**config.mk**
```make
export PLATFORM = sky130hd
export DESIGN_NAME = tgate_sched
export DESIGN_NICKNAME = d
export VERILOG_FILES = /design/src/rtl/tgate_pkg.sv /design/src/rtl/tgate_list.sv /design/src/rtl/tgate_seq.sv /design/src/rtl/tgate_clash.sv /design/src/rtl/tgate_sched.sv
export SDC_FILE = /design/constraint.sdc
export NUM_CORES = 2
export LEC_CHECK = 0
export BUFFER_PORTS_ARGS = -buffer_cell sky130_fd_sc_hd__buf_2
export CAP_MARGIN = 0
export CORE_MARGIN = 2
export CORE_UTILIZATION = 41
export DETAILED_ROUTE_END_ITERATION = 16
export SETUP_SLACK_MARGIN = 0.2
export SLEW_MARGIN = 20
export SYNTH_ARGS = -nofsm -noshare
export SYNTH_HDL_FRONTEND = slang
export SYNTH_HIERARCHICAL = 1
export SYNTH_SLANG_ARGS = --single-unit
```
**constraint.sdc**
```tcl
create_clock -name clk -period 70.2 [get_ports clk]
set_input_delay 14.04 -clock clk [delete_from_list [all_inputs] [get_ports clk]]
set_output_delay 14.04 -clock clk [all_outputs]
set_load 0.1 [all_outputs]
```
**src/rtl/tgate_pkg.sv**
```systemverilog
package tgate_pkg;

    typedef enum logic [1:0] {
        ST_IDLE  = 2'd0,
        ST_ALIGN = 2'd1,
        ST_WAIT  = 2'd2,
        ST_RUN   = 2'd3
    } tg_state_e;

endpackage

```
**src/rtl/tgate_list.sv**
```systemverilog
module tgate_list #(
    parameter int NG   = 8,
    parameter int NE   = 8,
    parameter int DW   = 32,
    parameter int TW   = 48,
    parameter int SLOT = 200,
    localparam int IW  = $clog2(NE),
    localparam int LW  = IW + 1
) (
    input  logic          clk,
    input  logic          rst_n,
    input  logic          wr_en,
    input  logic [IW-1:0] wr_addr,
    input  logic [NG-1:0] wr_mask,
    input  logic [DW-1:0] wr_dur,
    input  logic [LW-1:0] list_len,
    input  logic [DW-1:0] cycle_ns,
    input  logic [TW-1:0] base_ns,
    input  logic [IW-1:0] rd_idx,
    output logic [NG-1:0] rd_mask,
    output logic [DW-1:0] rd_dur,
    output logic          cfg_err
);

    localparam int SW = DW + LW;

    typedef struct packed {
        logic [NE-1:0][NG-1:0] mask;
        logic [NE-1:0][DW-1:0] dur;
        logic                  err;
    } lst_t;

    lst_t s_d, s_q;

    always_comb begin
        logic [SW-1:0] sum;
        logic          bad;
        s_d = s_q;
        if (wr_en) begin
            s_d.mask[wr_addr] = wr_mask;
            s_d.dur[wr_addr]  = wr_dur;
        end
        sum = '0;
        bad = 1'b0;
        for (int i = 0; i < NE; i++) begin
            if (LW'(i) < list_len) begin
                sum = sum + SW'(s_q.dur[i]);
                if (s_q.dur[i] == '0) bad = 1'b1;
                if ((s_q.dur[i] % DW'(SLOT)) != '0) bad = 1'b1;
            end
        end
        if (list_len == '0 || list_len > LW'(NE)) bad = 1'b1;
        if ((cycle_ns % DW'(SLOT)) != '0) bad = 1'b1;
        if ((base_ns % TW'(SLOT)) != '0) bad = 1'b1;
        if (sum != SW'(cycle_ns)) bad = 1'b1;
        s_d.err = bad;
    end

    always_ff @(posedge clk) begin
        if (!rst_n) s_q <= '0;
        else        s_q <= s_d;
    end

    assign rd_mask = s_q.mask[rd_idx];
    assign rd_dur  = s_q.dur[rd_idx];
    assign cfg_err = s_q.err;

endmodule

```
**src/rtl/tgate_seq.sv**
```systemverilog
module tgate_seq #(
    parameter int NG  = 8,
    parameter int NE  = 8,
    parameter int DW  = 32,
    parameter int TW  = 48,
    localparam int IW = $clog2(NE),
    localparam int LW = IW + 1
) (
    input  logic          clk,
    input  logic          rst_n,
    input  logic          enable,
    input  logic          cfg_err,
    input  logic [TW-1:0] now_ns,
    input  logic [TW-1:0] base_ns,
    input  logic [DW-1:0] cycle_ns,
    input  logic [LW-1:0] list_len,
    input  logic [NG-1:0] ent_mask,
    input  logic [DW-1:0] ent_dur,
    output logic [IW-1:0] rd_idx,
    output logic [NG-1:0] gate_open,
    output logic [IW-1:0] cur_entry,
    output logic          gate_evt,
    output logic          armed,
    output logic [TW-1:0] next_ev
);
    import tgate_pkg::*;

    typedef struct packed {
        tg_state_e     st;
        logic [NG-1:0] gate;
        logic [IW-1:0] idx;
        logic          evt;
        logic [TW-1:0] nev;
    } seq_t;

    seq_t q_d, q_q;
    logic [IW-1:0] nxt;

    always_comb begin
        if (q_q.st == ST_WAIT || ({1'b0, q_q.idx} + LW'(1)) >= list_len)
            nxt = '0;
        else
            nxt = q_q.idx + IW'(1);
    end

    always_comb begin
        q_d     = q_q;
        q_d.evt = 1'b0;
        if (!enable || cfg_err) begin
            q_d.st   = ST_IDLE;
            q_d.gate = '1;
            q_d.idx  = '0;
        end else begin
            case (q_q.st)
                ST_IDLE: begin
                    q_d.st   = ST_ALIGN;
                    q_d.nev  = base_ns;
                    q_d.gate = '1;
                    q_d.idx  = '0;
                end
                ST_ALIGN: begin
                    if (q_q.nev < now_ns) q_d.nev = q_q.nev + TW'(cycle_ns);
                    else                  q_d.st  = ST_WAIT;
                end
                ST_WAIT, ST_RUN: begin
                    if (now_ns >= q_q.nev) begin
                        q_d.st   = ST_RUN;
                        q_d.gate = ent_mask;
                        q_d.idx  = nxt;
                        q_d.evt  = 1'b1;
                        q_d.nev  = q_q.nev + TW'(ent_dur);
                    end
                end
                default: q_d.st = ST_IDLE;
            endcase
        end
    end

    always_ff @(posedge clk) begin
        if (!rst_n) begin
            q_q.st   <= ST_IDLE;
            q_q.gate <= '1;
            q_q.idx  <= '0;
            q_q.evt  <= 1'b0;
            q_q.nev  <= '0;
        end else begin
            q_q <= q_d;
        end
    end

    assign rd_idx    = nxt;
    assign gate_open = q_q.gate;
    assign cur_entry = q_q.idx;
    assign gate_evt  = q_q.evt;
    assign armed     = (q_q.st == ST_WAIT) || (q_q.st == ST_RUN);
    assign next_ev   = q_q.nev;

endmodule

```
**src/rtl/tgate_clash.sv**
```systemverilog
module tgate_clash #(
    parameter int TW = 48
) (
    input  logic          clk,
    input  logic          rst_n,
    input  logic          armed,
    input  logic [TW-1:0] own_ev,
    input  logic          peer_vld,
    input  logic [TW-1:0] peer_ev,
    output logic          clash
);

    logic clash_d, clash_q;

    always_comb begin
        clash_d = armed && peer_vld && (own_ev == peer_ev);
    end

    always_ff @(posedge clk) begin
        if (!rst_n) clash_q <= 1'b0;
        else        clash_q <= clash_d;
    end

    assign clash = clash_q;

endmodule

```
**src/rtl/tgate_sched.sv**
```systemverilog
module tgate_sched #(
    parameter int NG   = 8,
    parameter int NE   = 8,
    parameter int DW   = 32,
    parameter int TW   = 48,
    parameter int SLOT = 200,
    localparam int IW  = $clog2(NE),
    localparam int LW  = IW + 1
) (
    input  logic          clk,
    input  logic          rst_n,
    input  logic          enable,
    input  logic [TW-1:0] now_ns,
    input  logic [TW-1:0] base_ns,
    input  logic [DW-1:0] cycle_ns,
    input  logic [LW-1:0] list_len,
    input  logic          wr_en,
    input  logic [IW-1:0] wr_addr,
    input  logic [NG-1:0] wr_mask,
    input  logic [DW-1:0] wr_dur,
    input  logic          peer_vld,
    input  logic [TW-1:0] peer_evt_ns,
    output logic [NG-1:0] gate_open,
    output logic [IW-1:0] cur_entry,
    output logic          gate_evt,
    output logic          cfg_err,
    output logic          slot_clash
);

    logic [IW-1:0] rd_idx;
    logic [NG-1:0] ent_mask;
    logic [DW-1:0] ent_dur;
    logic          armed;
    logic [TW-1:0] next_ev;

    tgate_list #(.NG(NG), .NE(NE), .DW(DW), .TW(TW), .SLOT(SLOT)) u_list (
        .clk      (clk),
        .rst_n    (rst_n),
        .wr_en    (wr_en),
        .wr_addr  (wr_addr),
        .wr_mask  (wr_mask),
        .wr_dur   (wr_dur),
        .list_len (list_len),
        .cycle_ns (cycle_ns),
        .base_ns  (base_ns),
        .rd_idx   (rd_idx),
        .rd_mask  (ent_mask),
        .rd_dur   (ent_dur),
        .cfg_err  (cfg_err)
    );

    tgate_seq #(.NG(NG), .NE(NE), .DW(DW), .TW(TW)) u_seq (
        .clk       (clk),
        .rst_n     (rst_n),
        .enable    (enable),
        .cfg_err   (cfg_err),
        .now_ns    (now_ns),
        .base_ns   (base_ns),
        .cycle_ns  (cycle_ns),
        .list_len  (list_len),
        .ent_mask  (ent_mask),
        .ent_dur   (ent_dur),
        .rd_idx    (rd_idx),
        .gate_open (gate_open),
        .cur_entry (cur_entry),
        .gate_evt  (gate_evt),
        .armed     (armed),
        .next_ev   (next_ev)
    );

    tgate_clash #(.TW(TW)) u_clash (
        .clk      (clk),
        .rst_n    (rst_n),
        .armed    (armed),
        .own_ev   (next_ev),
        .peer_vld (peer_vld),
        .peer_ev  (peer_evt_ns),
        .clash    (slot_clash)
    );

endmodule

```
# Yosys cells after proc, flatten, opt, wreduce, memory -nomap -nowiden
# Index checks and enable logic that the tools add are counted.
[totals]
n_memories = 0
output_inout_bits = 14
latch_bits = 0
ram_bits = 0
regBits = 384
elab_cells = 158
mem_bits_ro = 0
inputBits = 228
[op_classes]
addsub = 11
n_reduce_logical = 35
order_cmp = 15
shifts = 0
bitwise = 3
mux = 53
n_div = 10
mul = 0
n_eq_ne = 8
[op_table]
columns = ["cell", "n"]
rows = [
  ["$mod A32 B8 Y32 const B", 9],
  ["$reduce_bool A32 Y1", 9],
  ["$bwmux W256", 1],
  ["$logic_not A32 Y1", 8],
  ["$mux W36", 7],
  ["$add A36 B32 Y36", 6],
  ["$pmux W48 S3", 1],
  ["$add A48 B32 Y48", 2],
  ["$bmux W32 S3", 1],
  ["$demux W32 S3", 1],
  ["$mux W32", 3],
  ["$bwmux W64", 1],
  ["$mux W62", 1],
  ["$eq A48 B48 Y1", 1],
  ["$ge A48 B48 Y1", 1],
  ["$lt A48 B48 Y1", 1],
  ["$mod A48 B8 Y48 const B", 1],
  ["$mux W48", 1],
  ["$reduce_bool A48 Y1", 1],
  ["$ne A36 B32 Y1", 1],
  ["$add A32 B32 Y33", 1],
  ["$mux W1", 28],
  ["$bmux W8 S3", 1],
  ["$demux W8 S3", 1],
  ["29 further kinds", 47],
]

# Longest topological paths before layout
[logic_depth]
ltp_word = 29
mapped_depth = 108
ltp_nobuf = 91

# Hierarchy
# Netlist, hierarchy kept.
[modules_own_cells]
columns = ["module", "cells_each", "seq_area_each_um2", "instances", "area_per_inst_um2"]
rows = [
  ["tgate_list", 9890, 6426.2, 1, 65195.0],
  ["tgate_seq", 1234, 1241.2, 1, 9043.7],
  ["tgate_clash", 67, 20.0, 1, 593.1],
]

# Worst setup path after synthesis
# No wires, ideal clock.
[synth_timing]
path_kind = "input to register"
from = "input port base_ns[44]"
to = "register u_list.s_q (netlist bit u_list/cfg_err)"
slack_ps = 33330
n_path_buf = 7
path_stages = 96
t_arrival_ps = 36731
required_ps = 70061
setup_ps = 139
cell_sequence = "buf_2 or3_1 buf_2 o221a_1 o22ai_2 nor2_1 a21o_1 a211oi_2 mux2_2 o21ba_2 or2_1 nor3_2 o22ai_2 a21oi_4 nor4_4 or3_1 clkbuf_1 a211o_1 (+60 left out) maj3_2 xor2_1 a211o_1 nand3_4 nor2b_2 mux2i_1 mux2_2 a21oi_2 maj3_4 xor2_1 a21oi_2 o21bai_1 a21oi_1 xor2_1 a21oi_1 or4b_1 o22ai_1 a41oi_1"
[synth_via]
elab_chain_len = 4
[synth_lines]
columns = ["element", "line", "rtl"]
rows = [
  ["start: declaration", "tgate_sched.sv:14", "input logic [TW-1:0] base_ns,"],
  ["$mod A48 B8 Y48", "tgate_list.sv:54", "if ((base_ns % TW'(SLOT)) != '0) bad = 1'b1;"],
  ["$reduce_bool A48 Y1", "tgate_list.sv:54", ""],
  ["$mux W1", "tgate_list.sv:54", ""],
  ["$mux W1", "tgate_list.sv:55", "if (sum != SW'(cycle_ns)) bad = 1'b1;"],
  ["end signal: assignment", "tgate_list.sv:60", "if (!rst_n) s_q <= '0;"],
  ["end signal: assignment", "tgate_list.sv:61", "else s_q <= s_d;"],
  ["end: declaration", "tgate_list.sv:33", "lst_t s_d, s_q;"],
]
# No other way between the ends.
# A chain may end at the register's enable or synchronous reset.

# Worst setup path in the final report
# Ends and elaborated chain as after synthesis.

==> flow_summary.yaml <==
synth:
  ys_dominant_reg_cell: "dfxtp_1"
  synth-async-reset-ratio_pct: 0
  syn-num-nets: 11769
  synth_edf_count: 0
  synth-seq-area-share_pct: 10.27
  netlist_area_um2: 74830
  yosysUniqueCellTypes: 159
  synth_cells: 11191
  syn_avg_cell_area_um2: 6.687
  yosys_warnings: 6
  synth_seq_cells: 384
global_route:
  grt_max_degree: 190
  grt_antenna_before_repair: 23
  grt_pass1_wl_mm: 438.9
  grt.overflow.total: 0
  grt_usage_pct: 29.41
  grt_pass1_vias: 76527
clock_network:
  clk_latency_ps: 680
  cts_setup_buffers: 0
  cts_tree: "built"
  ctsHtreeMaxLevel: 2
  clock_path_buffers: 3
  hold_buffers: 0
  cts-root-buf: "clkbuf_16"
  ctsResizeCount: 0
  cts.sinks: 384
  clkSlewWorstSetupHoldPaths_ps: 60
  cts_buffers: 52
sta:
  final-hold-violation-count: 0
  final_max_slew_viol_count: 0
  setup_viol: 0
  setup_tns_ps: 0
  rsz0062_at_grt: "false"
  fmaxAchievable_mhz: 22.96
  skew_ps: 36.10
  period_needed_ps: 43550
  timing.final.crit_share_pct: 62.04
  tightest_slew_ps: 1088
  slew_headroom_pct: 26.81
route:
  vias: 83949
  dr.pass1.iters: 6
  dr.max_layer_used: "met5"
  route.detailed.drc: 0
  met1_length_mm: 123.1
  dr_wl_met3_mm: 20.76
  routed_wl_mm: 290.6
  drt_iter0_drc: 8174
  postRouteAntennaNets: 0
  wl_met2_mm: 132.1
  wire_per_inst_um: 21.85
  via_per_inst: 6.312
floorplanning:
  start_util_pct: 41.31
  io_pins: 242
  dieArea_um2: 186000
  die_x_um: 431.2
  die_h_um: 431.2
  core_area_um2: 181100
  fp-row-count: 156
cells_and_area:
  final_common_cell: "nand2_1"
  final_cell_mix: "nand2_1, a21oi_1, nor2_1"
  nets: 11450
  syn_to_final_growth_pct: 5.008
  drive_above_1_share_pct: 9.089
outcome:
  outcome: "completed"
placed_design:
  gp_congestion: 0.9850
  port_buffers: 241
  hpwl_mm: 224.3
setup_path:
  startpoint_type: "input port"
  crit_required_ps: 70680
  slowest_stage: "a221oi_2"
  arrival_ps: 44030
  cp_common_cell: "a21oi_1"
  slowest_delay_ps: 810
  end_kind: "flip-flop"
  path_max_fanout: 21
  critical_path_class: "in2reg"
flow_run:
  cap_violations: 0
hold_path:
  hold_class: "reg2reg"
[Yosys cell counts (all sizes together) (128+ instances only)]
master	n	area share [%]
a21o	147	1.5
a21oi	1140	7.7
a31oi	148	1.3
and2	223	1.9
buf	188	1.4
clkbuf	482	2.5
dfxtp	384	10
ha	341	5.7
inv	599	3.0
mux2	143	2.2
mux2i	166	2.3
nand2	1573	7.9
nand2b	130	1.1
nand3	241	1.6
nor2	925	4.7
nor3	281	1.9
o211ai	128	1.3
o21ai	806	5.4
o31ai	178	1.8
or2	140	1.2
xnor2	519	6.1
xor2	208	2.4
[worst max-delay path, delay by kind of cell]
| kind | cells | cell delay (ps) |
|---|---|---|
| multiplexers | 6 | 2480 |
| adder cells (fa/ha/maj) | 3 | 930 |
| AO/OA/AOI/OAI | 57 | 19320 |
| AND/OR/NAND/NOR | 21 | 6140 |
| buffers and inverters | 1 | 210 |
| XOR/XNOR | 3 | 820 |
[state kept, by name, summed over array words and instances (netlist names)]
name,count
u_clash/clash,1
u_list/cfg_err,1
u_list/s_q,320
u_seq/cur_entry,3
u_seq/gate_evt,1
u_seq/gate_open,8
u_seq/next_ev,48
u_seq/q_q,2
[metal layers]
layer,vias up,global-route usage [%]
met5,-,0
met4,2,14.07
met3,558,3.220
met2,3298,48.73
met1,39851,37.99
li1,40240,-
[worst paths after layout]
| check | endpoint | cells past startpoint | start | slack [ps] |
|---|---|---|---|---|
| max | u_list/cfg_err | 91 | base_ns[44] | 26650 |
| min | u_list/s_q[279] | 2 | u_list/s_q[279] | 450 |
| max reg2reg | u_list/cfg_err | 84 | u_list/s_q[127] | 42420 |
| min reg2reg | u_list/s_q[279] | 2 | u_list/s_q[279] | 450 |
[final cells by class]
type                            count  area [um^2]
Fill cell                       18604       102600
Multi-Input combinational cell   9527        62040
Sequential cell                   384         7690
Tap cell                         2370         2965
Inverter                          607         2286
Timing Repair Buffer              300         1662
Clock buffer                       58         1385
Clock inverter                     38        508.0
Antenna cell                       16        40.04
[cells by family (layout without fill, tap and decap cells)]
family	Yosys count	count (layout)	synth area share [%]
compound gates	3782	3782	33.63
buf+inv	1280	1003	7.021
xor+xnor	728	728	8.591
fa+ha+maj	442	442	7.180
flops	384	384	10.27
simple gates	4185	4185	26.44
other cells	0	16	0
mux	390	390	6.869
[stage by stage]
step | cells | util, % | setup WS [ps] | area [um^2] | hold slack [ps]
2_1_floorplan | 11191 | - | 33330 | 74830 | 433.1
3_3_place_gp | 13188 | 42.31 | 27080 | 76640 | 439.3
3_5_place_dp | 13188 | 42.31 | 26620 | 76640 | 444.7
4_1_cts | 13284 | 43.36 | 27210 | 78530 | 453.9
5_1_grt | 13297 | 43.38 | 24300 | 78570 | 469.4
6_report | 13300 | 43.38 | 26650 | 78580 | 453.2
Power is left out: the tool's default activity adds up to more than one toggle a clock period on the data nets, which glitch-free logic cannot reach.
